**src/rtl/aux_codec_pkg.sv**
```systemverilog
package aux_codec_pkg;

    localparam int AUX_ADDR_W   = 20;
    localparam int AUX_HDR_BASE = 3;
    localparam int AUX_HDR_MAX  = 4;

    localparam logic [3:0] CMD_NATIVE_WR = 4'b1000;
    localparam logic [3:0] CMD_NATIVE_RD = 4'b1001;
    localparam logic [3:0] CMD_I2C_WR    = 4'b0000;
    localparam logic [3:0] CMD_I2C_RD    = 4'b0001;
    localparam logic [3:0] CMD_I2C_WR_MT = 4'b0100;
    localparam logic [3:0] CMD_I2C_RD_MT = 4'b0101;

    typedef enum logic [1:0] {
        ST_OK       = 2'd0,
        ST_EMPTY    = 2'd1,
        ST_OVERFLOW = 2'd2,
        ST_UNPLUG   = 2'd3
    } aux_status_e;

    function automatic logic aux_is_write(input logic [3:0] cmd);
        return (cmd == CMD_NATIVE_WR) || (cmd == CMD_I2C_WR) || (cmd == CMD_I2C_WR_MT);
    endfunction

    function automatic int unsigned aux_hdr_bytes(input logic len_nonzero);
        return len_nonzero ? AUX_HDR_MAX : AUX_HDR_BASE;
    endfunction

endpackage

```
**src/rtl/aux_req_framer.sv**
```systemverilog
module aux_req_framer
    import aux_codec_pkg::*;
#(
    parameter int MAX_LEN = 16,
    localparam int LEN_W  = $clog2(MAX_LEN + 1),
    localparam int CNT_W  = $clog2(MAX_LEN + AUX_HDR_MAX + 1),
    localparam int DIDX_W = $clog2(MAX_LEN)
) (
    input  logic                    clk,
    input  logic                    rst,
    input  logic                    req_valid,
    output logic                    req_ready,
    input  logic [3:0]              req_cmd,
    input  logic [AUX_ADDR_W-1:0]   req_addr,
    input  logic [LEN_W-1:0]        req_len,
    input  logic [MAX_LEN*8-1:0]    req_wdata,
    output logic                    tx_valid,
    input  logic                    tx_ready,
    output logic [7:0]              tx_data,
    output logic                    tx_last,
    output logic [CNT_W-1:0]        tx_count
);

    typedef struct packed {
        logic [3:0]            cmd;
        logic [AUX_ADDR_W-1:0] addr;
        logic [LEN_W-1:0]      len;
    } req_hdr_t;

    req_hdr_t             hdr_q;
    logic [MAX_LEN*8-1:0] wdata_q;
    logic [CNT_W-1:0]     idx_q;
    logic [CNT_W-1:0]     count_q;
    logic                 busy_q;

    logic [CNT_W-1:0]     next_count;
    logic [CNT_W-1:0]     hdr_n;
    logic [CNT_W-1:0]     data_pos;
    logic [DIDX_W-1:0]    dsel;
    logic [7:0]           wbytes [MAX_LEN];

    // frame size of the incoming request
    always_comb begin
        next_count = CNT_W'(aux_hdr_bytes(req_len != '0));
        if (aux_is_write(req_cmd))
            next_count = next_count + CNT_W'(req_len);
    end

    always_ff @(posedge clk) begin
        if (rst) begin
            busy_q  <= 1'b0;
            idx_q   <= '0;
            count_q <= '0;
            hdr_q   <= '0;
            wdata_q <= '0;
        end else if (!busy_q) begin
            if (req_valid) begin
                busy_q  <= 1'b1;
                idx_q   <= '0;
                count_q <= next_count;
                hdr_q   <= '{cmd: req_cmd, addr: req_addr, len: req_len};
                wdata_q <= req_wdata;
            end
        end else if (tx_ready) begin
            if (tx_last)
                busy_q <= 1'b0;
            idx_q <= idx_q + 1'b1;
        end
    end

    for (genvar g = 0; g < MAX_LEN; g++) begin : g_lane
        assign wbytes[g] = wdata_q[g*8 +: 8];
    end

    // byte selection by frame position
    always_comb begin
        hdr_n    = CNT_W'(aux_hdr_bytes(hdr_q.len != '0));
        data_pos = idx_q - hdr_n;
        dsel     = data_pos[DIDX_W-1:0];
        if (idx_q == CNT_W'(0))
            tx_data = {hdr_q.cmd, hdr_q.addr[19:16]};
        else if (idx_q == CNT_W'(1))
            tx_data = hdr_q.addr[15:8];
        else if (idx_q == CNT_W'(2))
            tx_data = hdr_q.addr[7:0];
        else if (idx_q == CNT_W'(3) && hdr_q.len != '0)
            tx_data = 8'(hdr_q.len - 1'b1);
        else
            tx_data = wbytes[dsel];
    end

    assign req_ready = !busy_q;
    assign tx_valid  = busy_q;
    assign tx_last   = busy_q && (idx_q == count_q - 1'b1);
    assign tx_count  = count_q;

    assert_stall_hold_R5: assert property (@(posedge clk) disable iff (rst)
        tx_valid && !tx_ready |=> tx_valid && $stable(tx_data));

    assert_last_ends_R5: assert property (@(posedge clk) disable iff (rst)
        tx_valid && tx_ready && tx_last |=> !tx_valid && req_ready);

    assert_count_range_R3: assert property (@(posedge clk) disable iff (rst)
        tx_valid |-> (tx_count >= CNT_W'(AUX_HDR_BASE)) && (tx_count <= CNT_W'(MAX_LEN + AUX_HDR_MAX)));

    assert_read_header_only_R4: assert property (@(posedge clk) disable iff (rst)
        tx_valid && !aux_is_write(hdr_q.cmd) |-> tx_count <= CNT_W'(AUX_HDR_MAX));

endmodule

```
**src/rtl/aux_rep_parser.sv**
```systemverilog
module aux_rep_parser
    import aux_codec_pkg::*;
#(
    parameter int MAX_LEN = 16,
    localparam int LEN_W  = $clog2(MAX_LEN + 1),
    localparam int CNT_W  = $clog2(MAX_LEN + AUX_HDR_MAX + 1),
    localparam int WP_W   = $clog2(MAX_LEN + 2),
    localparam int DIDX_W = $clog2(MAX_LEN)
) (
    input  logic                 clk,
    input  logic                 rst,
    input  logic                 rx_valid,
    input  logic [7:0]           rx_data,
    input  logic                 rx_done,
    input  logic [CNT_W-1:0]     rx_count,
    input  logic [LEN_W-1:0]     rx_size,
    input  logic                 rx_hpd_lost,
    output logic                 rep_valid,
    output logic [3:0]           rep_code,
    output aux_status_e          rep_status,
    output logic [LEN_W-1:0]     rep_nbytes,
    output logic [MAX_LEN*8-1:0] rep_data
);

    logic [WP_W-1:0]      wptr_q;
    logic [3:0]           code_q;
    logic [7:0]           dbuf_q [MAX_LEN];
    logic [WP_W-1:0]      wslot;

    aux_status_e          st_d;
    logic [3:0]           code_d;
    logic [LEN_W-1:0]     n_d;
    logic [CNT_W-1:0]     data_cnt;
    logic [MAX_LEN*8-1:0] data_d;

    // capture: first byte keeps only its code nibble, the rest fill lanes
    always_ff @(posedge clk) begin
        if (rst) begin
            wptr_q <= '0;
            code_q <= '0;
            for (int i = 0; i < MAX_LEN; i++) dbuf_q[i] <= '0;
        end else if (rx_done) begin
            wptr_q <= '0;
        end else if (rx_valid && wptr_q <= WP_W'(MAX_LEN)) begin
            if (wptr_q == '0)
                code_q <= rx_data[7:4];
            else
                dbuf_q[wslot[DIDX_W-1:0]] <= rx_data;
            wptr_q <= wptr_q + 1'b1;
        end
    end

    assign wslot = wptr_q - 1'b1;

    // verdict, priority: unplug, empty, non-ack, overflow
    always_comb begin
        data_cnt = rx_count - 1'b1;
        st_d     = ST_OK;
        code_d   = code_q;
        n_d      = '0;
        if (rx_hpd_lost) begin
            st_d   = ST_UNPLUG;
            code_d = '0;
        end else if (rx_count == '0) begin
            st_d   = ST_EMPTY;
            code_d = '0;
        end else if (code_q != 4'd0) begin
            st_d   = ST_OK;
        end else if (data_cnt > CNT_W'(rx_size)) begin
            st_d   = ST_OVERFLOW;
        end else begin
            n_d    = LEN_W'(data_cnt);
        end
        for (int j = 0; j < MAX_LEN; j++)
            data_d[j*8 +: 8] = (LEN_W'(j) < n_d) ? dbuf_q[j] : 8'h00;
    end

    always_ff @(posedge clk) begin
        if (rst) begin
            rep_valid  <= 1'b0;
            rep_code   <= '0;
            rep_status <= ST_OK;
            rep_nbytes <= '0;
            rep_data   <= '0;
        end else begin
            rep_valid <= rx_done;
            if (rx_done) begin
                rep_code   <= code_d;
                rep_status <= st_d;
                rep_nbytes <= n_d;
                rep_data   <= data_d;
            end
        end
    end

    assert_verdict_timing_R6: assert property (@(posedge clk) disable iff (rst)
        rep_valid |-> $past(rx_done));

    assert_pulse_single_R6: assert property (@(posedge clk) disable iff (rst)
        rep_valid && !rx_done |=> !rep_valid);

    assert_error_no_payload_R9: assert property (@(posedge clk) disable iff (rst)
        rep_valid && rep_status != ST_OK |-> rep_nbytes == '0);

    assert_payload_bound_R8: assert property (@(posedge clk) disable iff (rst)
        rep_valid |-> rep_nbytes <= $past(rx_size));

    assert_unplug_code_R10: assert property (@(posedge clk) disable iff (rst)
        rep_valid && rep_status == ST_UNPLUG |-> rep_code == 4'd0);

endmodule

```
**src/rtl/aux_frame_codec.sv**
```systemverilog
module aux_frame_codec
    import aux_codec_pkg::*;
#(
    parameter int MAX_LEN = 16,
    localparam int LEN_W  = $clog2(MAX_LEN + 1),
    localparam int CNT_W  = $clog2(MAX_LEN + AUX_HDR_MAX + 1)
) (
    input  logic                  clk,
    input  logic                  rst,
    input  logic                  req_valid,
    output logic                  req_ready,
    input  logic [3:0]            req_cmd,
    input  logic [AUX_ADDR_W-1:0] req_addr,
    input  logic [LEN_W-1:0]      req_len,
    input  logic [MAX_LEN*8-1:0]  req_wdata,
    output logic                  tx_valid,
    input  logic                  tx_ready,
    output logic [7:0]            tx_data,
    output logic                  tx_last,
    output logic [CNT_W-1:0]      tx_count,
    input  logic                  rx_valid,
    input  logic [7:0]            rx_data,
    input  logic                  rx_done,
    input  logic [CNT_W-1:0]      rx_count,
    input  logic [LEN_W-1:0]      rx_size,
    input  logic                  rx_hpd_lost,
    output logic                  rep_valid,
    output logic [3:0]            rep_code,
    output logic [1:0]            rep_status,
    output logic [LEN_W-1:0]      rep_nbytes,
    output logic [MAX_LEN*8-1:0]  rep_data
);

    aux_status_e parse_status;

    aux_req_framer #(.MAX_LEN(MAX_LEN)) u_framer (
        .clk       (clk),
        .rst       (rst),
        .req_valid (req_valid),
        .req_ready (req_ready),
        .req_cmd   (req_cmd),
        .req_addr  (req_addr),
        .req_len   (req_len),
        .req_wdata (req_wdata),
        .tx_valid  (tx_valid),
        .tx_ready  (tx_ready),
        .tx_data   (tx_data),
        .tx_last   (tx_last),
        .tx_count  (tx_count)
    );

    aux_rep_parser #(.MAX_LEN(MAX_LEN)) u_parser (
        .clk         (clk),
        .rst         (rst),
        .rx_valid    (rx_valid),
        .rx_data     (rx_data),
        .rx_done     (rx_done),
        .rx_count    (rx_count),
        .rx_size     (rx_size),
        .rx_hpd_lost (rx_hpd_lost),
        .rep_valid   (rep_valid),
        .rep_code    (rep_code),
        .rep_status  (parse_status),
        .rep_nbytes  (rep_nbytes),
        .rep_data    (rep_data)
    );

    assign rep_status = parse_status;

endmodule

```
**config.mk**
```make
export PLATFORM = sky130hd
export DESIGN_NAME = aux_frame_codec
export DESIGN_NICKNAME = d
export VERILOG_FILES = /design/src/rtl/aux_codec_pkg.sv /design/src/rtl/aux_req_framer.sv /design/src/rtl/aux_rep_parser.sv /design/src/rtl/aux_frame_codec.sv
export SDC_FILE = /design/constraint.sdc
export NUM_CORES = 1
export LEC_CHECK = 0
export CAP_MARGIN = 20
export CORE_MARGIN = 1.5
export CORE_UTILIZATION = 50
export CTS_BUF_LIST = sky130_fd_sc_hd__clkbuf_4
export CTS_CLUSTER_DIAMETER = 150
export DETAILED_ROUTE_END_ITERATION = 8
export DONT_BUFFER_PORTS = 1
export SLEW_MARGIN = 20
export SYNTH_ARGS = -nofsm -noshare
export SYNTH_HDL_FRONTEND = slang
export SYNTH_SLANG_ARGS = --single-unit
```
**constraint.sdc**
```tcl
create_clock -name clk -period 10.04 [get_ports clk]
set_input_delay 2.008 -clock clk [delete_from_list [all_inputs] [get_ports clk]]
set_output_delay 2.008 -clock clk [all_outputs]
set_load 0.005 [all_outputs]
```
Word level (Yosys, flattened, before mapping) --
Memories as Yosys holds them, arrays and structs flattened. Cells that the tools add are included.
Operators by class: $add $sub $neg 8, muxes and demuxes 53, bitwise logic cells 3, eq/ne operators 7, $lt $le $gt $ge 19, reductions and logical operators 19
Operators with widths (count):
- $mux 8 | 23
- $lt 4x5->1 const A | 8
- $mux 5 | 8
- $bmux 8 s4 | 1
- $lt 3x5->1 const A | 4
- $logic_not 5->1 | 3
- $mux 1 | 12
- $mux 4 | 3
- $add 5x1->5 const B | 2
- $eq 5x2->1 const B | 2
- $lt 1x5->1 const A | 2
- $lt 2x5->1 const A | 2
- $reduce_bool 5->1 | 2
- $sub 5x1->5 const B | 2
- $mux 2 | 4
- $reduce_or 8->1 | 1
- $mux 3 | 2
- $sub 5x1->6 const B | 1
- $add 5x5->5 | 1
- $eq 5x1->1 const B | 1
- $eq 5x5->1 | 1
- $ge 5x5->1 const B | 1
- $gt 5x5->1 | 1
- $le 5x5->1 const B | 1
- other kinds (16) | 21
Storage, ports and cells: memory bits (writable) 128, input port bits 182, memories kept 1, flip-flop bits (word level) 317
Memory list:
- u_parser.dbuf_q | depth 16, width 8, rd ports 16, clocked after memory_dff 0, wr ports 16, RTL line aux_rep_parser.sv:27 | logic [7:0] dbuf_q [MAX_LEN];

Longest topological paths before layout --
Gate-level depths: netlist (run 1).
depth in word-level cells 11, depth in mapped cells 14, depth with buffers taken out 11

Hierarchy --
From an unflattened synthesis (run 1), not the netlist that was laid out.
Second synthesis, totals: cells, all modules 1749, area total of the unflattened synthesis 18235.0 um^2
By module, submodules not included:
- aux_rep_parser | cells an instance 809, area each 10558.9 um^2, instances 1
- aux_req_framer | cells an instance 940, area each 7676.1 um^2, instances 1

Worst setup path after synthesis (run 1) --
No wires, ideal clock.
path kind flip-flop to output port, start reg u_framer.hdr_q[0] in the netlist's numbering, end out tx_data[0], data required time 8.032 ns, path buffers 2, slack 4.875 ns, cell stages (with the launch flop) 12, arrival time 3.157 ns, cell sequence dfxtp_1 > inv_1 > ha_1 > or4b_4 > inv_1 > ha_1 > fa_1 > buf_2 > buf_2 > mux4_2 > mux4_2 > a221o_1
Between the ends: longest elaborated chain between the ends 11
RTL lines:
- from (decl) | RTL line aux_req_framer.sv:30 | req_hdr_t hdr_q;
- from (signal assigned) | RTL line aux_req_framer.sv:61 | hdr_q <= '{cmd: req_cmd, addr: req_addr, len: req_len};
- $reduce_bool 5->1 | RTL line aux_req_framer.sv:77, aux_req_framer.sv:86
- $mux 3 | RTL line aux_codec_pkg.sv:26 | return len_nonzero ? AUX_HDR_MAX : AUX_HDR_BASE;
- $sub 4x4->4 | RTL line aux_req_framer.sv:78 | data_pos = idx_q - hdr_n;
- $not 4->5 (not written as such) | RTL line aux_req_framer.sv:89 | tx_data = wbytes[dsel];
- $bmux 8 s4 | RTL line aux_req_framer.sv:89
- $mux 8 (not written as such) (2 in a row) | RTL line aux_req_framer.sv:89
- $mux 8 * | RTL line aux_req_framer.sv:86 | else if (idx_q == CNT_W'(3) && hdr_q.len != '0)
- $mux 8 * | RTL line aux_req_framer.sv:84 | else if (idx_q == CNT_W'(2))
- $mux 8 * | RTL line aux_req_framer.sv:82 | else if (idx_q == CNT_W'(1))
- $mux 8 * | RTL line aux_req_framer.sv:80 | if (idx_q == CNT_W'(0))
- to (decl) | RTL line aux_frame_codec.sv:18 | output logic [7:0] tx_data,
Mark *: on every way between the ends. The rest lies on a longest branch, timed or not. The select of a mux whose other input is x is not followed.

Final worst setup path (run 1) --
Same ends and word-level chain as after synthesis.

==> results.cfg, run 1 <==
[sta]
hold_violations = 0
fin_skew_ns = 0.03334
slew_viol_final = 0
rsz0062_at_grt = no
fin_setup_tns_ns = 0
period_needed_ns = 6.710
period_share_pct = 66.83
setup_violations = 0
fmax_mhz = 149.0
max_slew_margin_pct = 30.90
tightest_slew_ns = 1.029

[layout]
final_cell_area_um2 = 19590
seq_area_um2 = 10190
drive_above_1_share_pct = 15.34
fillers = 3204
syn2layout_area_growth_pct = 9.573
multiInputGateArea_um2 = 7015
fin_nets = 1921

[clock_tree]
htreeDepth = 3
clkTransAtPathRegs_ns = 0.07
hold_buffers = 0
cts.sinks = 445
cts_resized = 0
clkLatencyLatePin_ns = 0.79
cts_buffer_depth = 3
cts_setup_buffers = 0
cts_inserted_buffers = 112
root_buffer = clkbuf_4
cts_tree = yes

[synth]
synthArstFlopShare_pct = 0
ys_warn_count = 0
ys_seq_area_share_pct = 56.99
synth-edff-count = 128
synth_cell_types = 79
syn_inst = 1718
yosysMostFrequentCell = nand2_1
syn_area_per_cell_um2 = 10.41
ys_ff_latch = 445
synth_top_cell_area_share_pct = 35.49
synth_nets = 1926
synth_ff_type = dfxtp_1
synthTopCellsByArea = dfxtp_1 (35%), edfxtp_1 (21%), nand2_1 (7.3%)
synth_largest_area_cell = dfxtp_1
netlist_top_cells_count = nand2_1 (350), dfxtp_1 (317), a21oi_1 (189), edfxtp_1 (128), a22o_1 (119)
syn_area_um2 = 17880

[floorplan]
core_area_um2 = 35400
io_pins = 338
die_y_um = 192.1
row_count = 69
die_x_um = 192.1
initial_core_util_pct = 50.51
die_area_um2 = 36900

[grt]
grt_max_degree = 194
antenna_found_initial = 2
overflow = 0
grt_pass1_wl_um = 68880
first_global_vias = 12260
grt_use_total_pct = 24.67

[worst_setup_path]
r2r_cells = 6
path_class = flop to output pin
crit_required_ns = 8.03
worst_ep_arrival_time_ns = 4.70
r2r_start = u_parser.wptr_q[0]
crit_fanout = 32
endpoint_kind = output pin
crit_path_start_kind = flop
worstSetupEndpoint = tx_data[0]
regToRegEndpoint = u_parser.dbuf_q[15][6]
critPathLaunch = u_framer.hdr_q[0]
r2r_slack_ns = 6.27

[route]
wl_per_cell_um = 20.52
drt_pass1_iterations = 5
drtIter0Drc = 673
via_count = 12930
vias_per_cell = 5.699
dr_wl_met3_um = 4195
ant_nets = 0
top_layer = met4
wl_met1_um = 19130
wl_met2_um = 22120
wirelength_um = 46530
drcViolationCount = 0

[place]
dp_hpwl_um = 31070
gp_congestion = 0.8276
place_area_um2 = 18020
io_buffers = 0

[power]
peakVddDrop_v = 0.0001180
cellPowerDensity_nw_per_um2 = 202.8
p_leak_uw = 0.007232
power.total_uw = 3972

[outcome]
status = finished clean

[hold_path]
hold_class = flop to flop

[job]
max_cap_violations = 0
[layer usage]
layer / vias to the layer above / GRT usage, %
met5: - / 0
met4: 0 / 9.660
met3: 71 / 7.893
met2: 477 / 40.36
met1: 6181 / 30.27
li1: 6197 / -
[worst min-delay path by stage]
stage	end	slack, ns	startpoint	cells after the start
4_1_cts	u_parser.rep_data[90]	0.45	u_parser.dbuf_q[11][2]	1
6_report	u_parser.rep_data[109]	0.43	u_parser.dbuf_q[13][5]	1
2_1_floorplan	u_framer.wdata_q[10]	0.43	u_framer.wdata_q[10]	2
5_1_grt	u_parser.rep_data[58]	0.47	u_parser.dbuf_q[7][2]	1
3_5_place_dp	u_parser.rep_data[71]	0.44	u_parser.dbuf_q[8][7]	1
3_3_place_gp	u_parser.rep_data[45]	0.44	u_parser.dbuf_q[5][5]	1
[area by class of cell]
class,instances,share of cell area (%)
diodes,1,0.01277
clock buffers,188,7.204
clock inverters,19,0.7919
inverters,42,0.8047
multi-input cells,1101,35.81
flip-flops and latches,445,52.01
well taps,461,2.944
repair buffers,11,0.4215
[through the flow]
stage	std cells	worst slack [ns]	hold WS (ns)	util, %
2_1_floorplan	1718	4.875	0.4331	-
3_3_place_gp	2060	4.216	0.4380	50.92
3_5_place_dp	2060	4.132	0.4409	50.92
4_1_cts	2267	3.232	0.4452	55.34
5_1_grt	2268	3.096	0.4661	55.35
6_report	2268	3.330	0.4258	55.35
[worst max-delay path, stage by stage, from the launching register on]
cell and delay [ns]:
dfxtp_1 0.39, inv_1 0.08, ha_1 0.24, or4b_4 0.23, inv_1 0.08, ha_2 0.21
fa_2 1.18, mux4_2 0.60, mux4_2 0.53, a221o_1 0.36
[state kept, by name, indices dropped and copies added, names as in the netlist]
signal,count
u_framer.wdata_q,128
u_parser.dbuf_q,128
u_parser.rep_data,128
u_framer.hdr_q,29
u_framer.idx_q,5
u_framer.tx_count,5
u_parser.rep_nbytes,5
u_parser.wptr_q,5
u_parser.code_q,4
u_parser.rep_code,4
u_parser.rep_status,2
u_framer.tx_valid,1
u_parser.rep_valid,1
[cells in the final DEF (no fill, tap or decap), drive strengths merged, types with 5 or more instances in the layout]
cell	Yosys	final
clkinv	4	18
dfxtp	317	317
nor2	74	74
a211oi	10	10
o21a	5	5
nand2b	10	10
o21bai	14	14
mux2i	7	7
clkbuf	107	188
nand3	20	20
a32o	17	17
ha	24	24
nor3	117	117
a22o	119	119
xnor2	10	10
nand2	351	351
mux4	33	33
nand4	6	6
inv	38	39
o21ai	11	11
xor2	7	7
a21oi	189	189
buf	23	11
o211ai	5	5
edfxtp	128	128
[logic make-up (layout without fill, tap and decap cells)]
group | after synthesis | count (layout) | synth area share (%)
and+or+nand+nor | 611 | 611 | 15.56
buffers and inverters | 172 | 260 | 3.968
other | 0 | 1 | 0
adders and majority gates | 26 | 26 | 1.903
DFF | 445 | 445 | 56.99
muxes | 40 | 40 | 4.549
AOI/OAI and AO/OA | 407 | 407 | 16.15
xor gates and xnor gates | 17 | 17 | 0.8748
[where the power goes]
group	switching (µW)	internal [µW]	leakage, µW
clock network	717	914	0.000936
logic	244	142	0.00239
registers	44.6	1910	0.00390
(Power assumes the default switching activity.)
==> inputs of run 2 (changes only) <==
- ABC_AREA: unset -> 1
- PLACE_DENSITY: unset -> 0.68
- clock period: 10.04 -> 5.8 ns (I/O delays scaled with it)
==> results.cfg, run 2 <==
[clock_tree]
clkTransAtPathRegs_ns = 0.07
root_buffer = clkbuf_4
cts_inserted_buffers = 114
cts.sinks = 445
hold_buffers = 0
clkLatencyLatePin_ns = 0.82
htreeDepth = 3
cts_tree = yes
cts_buffer_depth = 3

[sta]
fmax_mhz = 186.3
period_needed_ns = 5.368
slew_viol_final = 0
tightest_slew_ns = 0.9933
fin_setup_tns_ns = 0
fin_skew_ns = 0.02912
rsz0062_at_grt = no
setup_violations = 0
period_share_pct = 92.56
max_slew_margin_pct = 33.71
hold_violations = 0

[synth]
syn_area_um2 = 18320
netlist_top_cells_count = nand2_1 (559), nor2_1 (368), dfxtp_1 (317), o21ai_0 (208), nand3_1 (171)
synth_compound_area_share_pct = 9.890
synth_ff_type = dfxtp_1
synthArstFlopShare_pct = 0
synth_xor_xnor_area_share_pct = 0.7103
syn_inst = 2281
synth_top_family_by_area = simple AND/OR/NAND/NOR gates
synthAdderAreaFrac_pct = 1.858
synthTopCellsByArea = dfxtp_1 (35%), edfxtp_1 (21%), nand2_1 (11%)
synth_largest_area_cell = dfxtp_1
ys_ff_latch = 445
synth-edff-count = 128
synth_cell_types = 42
synthMuxAreaShare_pct = 0
yosysMostFrequentCell = nand2_1
syn_area_per_cell_um2 = 8.031
ys_warn_count = 0
synth-simple-area-share_pct = 25.83
synth_top_cell_area_share_pct = 34.64
ys_seq_area_share_pct = 55.62
synth_nets = 2489

[worst_setup_path]
critical_path_depth = 20
cp_common_cell = nand2_1
worst-path-buf-inv = 5
r2r_slack_ns = 2.87
r2r_cells = 10
cp_top_family = buffers and inverters
path_class = flop to output pin
regToRegEndpoint = u_parser.dbuf_q[0][7]
path_cells = inv_1 -> ha_1 -> inv_1 -> nor2_1 -> nand3_1 -> inv_1 -> ha_2 -> fa_1 -> clkinvlp_4 -> buf_4 -> nand3_1 -> nand2_1 -> nand2_1 -> nand3_1 -> nand3_1 -> nand2_1 -> nand2_1 -> nand2_1 -> nand2_1 -> nand2_1
crit_path_top_delay_cell = fa_1
cpPeakStageDelay_ns = 0.59
endpoint_kind = output pin
crit_required_ns = 4.64
worst_ep_arrival_time_ns = 4.21
worstSetupEndpoint = tx_data[2]
crit_path_start_kind = flop
r2r_start = u_parser.wptr_q[0]
crit_fanout = 33
critPathLaunch = u_framer.hdr_q[0]

[grt]
first_global_vias = 14750
grt_max_degree = 112
antenna_found_initial = 5
grt_use_total_pct = 26.70
overflow = 0
grt_pass1_wl_um = 79270

[layout]
mostFrequentLayoutCells = nand2_1 (559), nor2_1 (365), dfxtp_1 (317)
syn2layout_area_growth_pct = 9.835
seq_area_um2 = 10190
multiInputGateArea_um2 = 7039
fillers = 3357
final_util_pct = 56.16
drive_above_1_share_pct = 10.29
fin_nets = 2496
largest_registers = u_framer.wdata_q (128), u_parser.dbuf_q (128), u_parser.rep_data (128)
final_common_cell = nand2_1

[power]
power.internal_uw = 5122
p_leak_uw = 0.008881
peakVddDrop_v = 0.0001706
seq_power_share_pct = 47.4
cellPowerDensity_nw_per_um2 = 357.0
sw_frac_of_total_pct = 28.69
power_frac_clock_pct = 38.8
pwr-share-comb_pct = 13.9
p_switching_uw = 2061

[floorplan]
die_x_um = 194.4
io_pins = 338
core_area_um2 = 35830
die_y_um = 194.4
row_count = 69
initial_core_util_pct = 51.13
die_area_um2 = 37800

[outcome]
status = finished clean

[place]
dp_hpwl_um = 34200
gp_congestion = 0.9252
io_buffers = 0

[route]
vias_per_cell = 5.343
wl_per_cell_um = 17.76
ant_nets = 0
drcViolationCount = 0
drt_pass1_iterations = 6
wirelength_um = 50590
via_count = 15220
drtIter0Drc = 1127

[hold_path]
hold_class = primary input to flop

[job]
max_cap_violations = 0
run 2: cell types whose count changed after synthesis, sizes merged, moves of 33 or more:
cell   delta
nor3    -112
o21ai   +211
a21oi    -80
inv     +126
nand3   +151
nor2    +296
a22o    -118
mux4     -33
nand2   +229
run 2: power by group through the flow:
stage / Clock, µW / Sequential (µW) / Combinational (µW)
after floorplan: 0 / 3450 / 710
after global placement: 0 / 3470 / 973
after detailed placement: 0 / 3470 / 986
after CTS: 2840 / 3400 / 990
after global routing: 3010 / 3410 / 1120
final: 2780 / 3400 / 995
run 2: logic make-up (layout without fill, tap and decap cells):
logic type / Yosys count / in the layout
simple gates: 1155 / 1155
flops: 445 / 445
compound gates: 347 / 347
buf+inv: 294 / 395
fa+ha+maj: 26 / 26
xor+xnor: 14 / 14
other cells: 0 / 5
run 2: layer usage:
| metal | vias up | share of wire (%) | GRT usage (%) |
|---|---|---|---|
| li1 | 7468 | - | - |
| met2 | 557 | 47 | 44.42 |
| met5 | - | 0.026 | 0 |
| met4 | 2 | 4.1 | 13.08 |
| met1 | 7056 | 40 | 31.71 |
| met3 | 135 | 7.9 | 7.687 |
run 2: what timing repair did:
| action | 4_1_cts | 5_1_grt |
|---|---|---|
| setup buffers | 0 | 0 |
| resized for setup | 0 | 1 |
| endpoints found under the setup margin | 0 | 8 |
run 2: final cells by class:
type	instances	area share (%)
inverters	171	3.246
multi-input cells	1542	34.99
clock inverters	34	1.107
well taps	461	2.867
flip-flops and latches	445	50.64
clock buffers	176	6.567
diodes	5	0.06219
repair buffers	14	0.5224
run 2: how the worst min path moves through the flow:
stage | start | end | depth (start not counted)
6_report | rst | u_framer.idx_q[1] | 1
5_1_grt | rst | u_framer.hdr_q[26] | 1
4_1_cts | rst | u_framer.idx_q[1] | 1
3_5_place_dp | u_framer.hdr_q[7] | u_framer.hdr_q[7] | 2
3_3_place_gp | u_framer.hdr_q[7] | u_framer.hdr_q[7] | 2
2_1_floorplan | u_framer.hdr_q[7] | u_framer.hdr_q[7] | 2
run 2: per-stage QoR:
step / hold slack, ns / setup WS [ns] / power, µW / instance area (µm²) / cells
final: 0.4195 / 0.4317 / 7183 / 20120 / 2848
after global routing: 0.3568 / 0.01018 / 7550 / 20110 / 2844
after floorplan: 0.4245 / 1.895 / 4157 / 18320 / 2281
after global placement: 0.4405 / 1.075 / 4441 / 18560 / 2633
after detailed placement: 0.4449 / 0.9381 / 4456 / 18560 / 2633
after CTS: 0.3583 / 0.06118 / 7236 / 20100 / 2843
==> inputs of run 3 (changes only) <==
- CORE_UTILIZATION: 50 -> 40
- PLACE_DENSITY: 0.68 -> unset
==> results.cfg, run 3 (same netlist as run 2, synthesis figures left out) <==
[place]
io_buffers = 0
dp_hpwl_um = 35720
post-place-ws_ns = 1.156
dp.cells = 2772
gp_congestion = 0.8956

[layout]
syn2layout_area_growth_pct = 10.12
seq_area_um2 = 10190
multiInputGateArea_um2 = 7039
largest_registers = u_framer.wdata_q (128), u_parser.dbuf_q (128), u_parser.rep_data (128)
fillers = 4562
fin_nets = 2496
drive_above_1_share_pct = 9.668
stdcell_count = 2983
final_common_cell = nand2_1
mostFrequentLayoutCells = nand2_1 (559), nor2_1 (365), dfxtp_1 (317)

[clock_tree]
cts_buffer_depth = 3
cts_tree = yes
clkLatencyLatePin_ns = 0.88
hold_buffers = 0
cts_resized = 0
htreeDepth = 3
root_buffer = clkbuf_4
cts_setup_buffers = 0
cts.sinks = 445
cts_inserted_buffers = 114
clkTransAtPathRegs_ns = 0.06

[route]
via_count = 15080
drt_pass1_iterations = 7
drtIter0Drc = 1041
drcViolationCount = 0
ant_nets = 0
vias_per_cell = 5.056
wirelength_um = 52410
wl_per_cell_um = 17.57

[grt]
first_global_vias = 14840
grt_use_total_pct = 22.11
grt_max_degree = 150
grt_pass1_wl_um = 80690
overflow = 0
antenna_found_initial = 8

[sta]
rsz0062_at_grt = no
setup_violations = 0
max_slew_margin_pct = 29.80
period_share_pct = 92.29
period_needed_ns = 5.353
fin_skew_ns = 0.05802
worst_slack_ns = 0.4470
fin_setup_tns_ns = 0
fmax_mhz = 186.8
holdWs_ns = 0.3916
slew_viol_final = 0
hold_violations = 0
tightest_slew_ns = 1.052

[job]
max_cap_violations = 0

[floorplan]
die_y_um = 217
io_pins = 338
core_area_um2 = 45280
initial_core_util_pct = 40.45
row_count = 78
die_area_um2 = 47090
die_x_um = 217

[worst_setup_path]
endpoint_kind = output pin
crit_path_start_kind = flop
worstSetupEndpoint = tx_data[6]
path_class = flop to output pin
r2r_slack_ns = 2.94
r2r_cells = 10
regToRegEndpoint = u_parser.dbuf_q[13][4]
worst_ep_arrival_time_ns = 4.19
crit_required_ns = 4.64
critPathLaunch = u_framer.hdr_q[0]
crit_fanout = 21
r2r_start = u_parser.wptr_q[0]

[hold_path]
hold_class = primary input to flop

[outcome]
status = finished clean

[power]
cellPowerDensity_nw_per_um2 = 347.7
peakVddDrop_v = 0.0001766
p_leak_uw = 0.008803
power.total_uw = 7014
==> run 3: cell count changes in the layout (fill, tap and decap cells not counted) <==
cell / delta
clkinv_2: +2
clkbuf_4: -18
bufinv_16: -2
clkinv_1: +12
clkinvlp_4: +2
inv_6: +1
inv_2: +1
inv_8: +1
clkinv_4: -2
diode_2: -1
==> run 3: stage by stage <==
stage | cell area, µm² | util (%)
finish | 20170 | 44.55
global route | 20170 | 44.54
global placement | 18730 | 41.37
floorplan | 18320 | -
detailed placement | 18730 | 41.37
CTS | 20160 | 44.52
==> run 3: layout make-up <==
class                           count  area share (%)
Antenna cell                        4         0.04962
Sequential cell                   445           50.51
Inverter                          171           3.238
Timing Repair Buffer               14          0.5210
Clock buffer                      158           5.880
Tap cell                          600           3.721
Clock inverter                     49           1.185
Multi-Input combinational cell   1542           34.89
==> run 3: worst min-delay path by stage <==
stage                     cells after the start              endpoint  slack (ns)                 start
after global routing                          1  u_framer.tx_count[3]        0.31                   rst
after global placement                        2     u_framer.hdr_q[7]        0.44     u_framer.hdr_q[7]
after detailed placement                      2  u_framer.wdata_q[11]        0.44  u_framer.wdata_q[11]
final                                         1  u_framer.tx_count[3]        0.39                   rst
after floorplan                               2     u_framer.hdr_q[7]        0.42     u_framer.hdr_q[7]
after CTS                                     1  u_framer.tx_count[3]        0.27                   rst
==> run 3: routing by layer <==
| metal | GRT usage (%) | routed length, µm |
|---|---|---|
| met5 | 0 | 53 |
| met4 | 11.99 | 2163 |
| met3 | 7.338 | 4696 |
| met2 | 36.12 | 24570 |
| met1 | 25.61 | 20930 |
==> run 3: power breakdown <==
part | switching [µW] | total (µW) | internal (µW) | leakage, µW
clock network | 1310 | 2620 | 1310 | 0.000832
logic | 713 | 988 | 275 | 0.00405
registers | 69.9 | 3410 | 3340 | 0.00392
total | 2090 | 7010 | 4920 | 0.00880
==> run 3: critical path: stages (launching register included) <==
cell	delay (ns)
dfxtp_1	0.33
inv_1	0.09
ha_1	0.22
inv_1	0.05
nor2_1	0.06
nand3_1	0.13
inv_1	0.11
ha_2	0.21
fa_1	0.58
clkinvlp_4	0.31
buf_4	0.32
nor2_1	0.12
nand2_1	0.05
nand2_1	0.05
nand2_1	0.04
nand3_1	0.12
nand3_1	0.16
nand2_1	0.12
a21oi_1	0.09
nor2_1	0.18
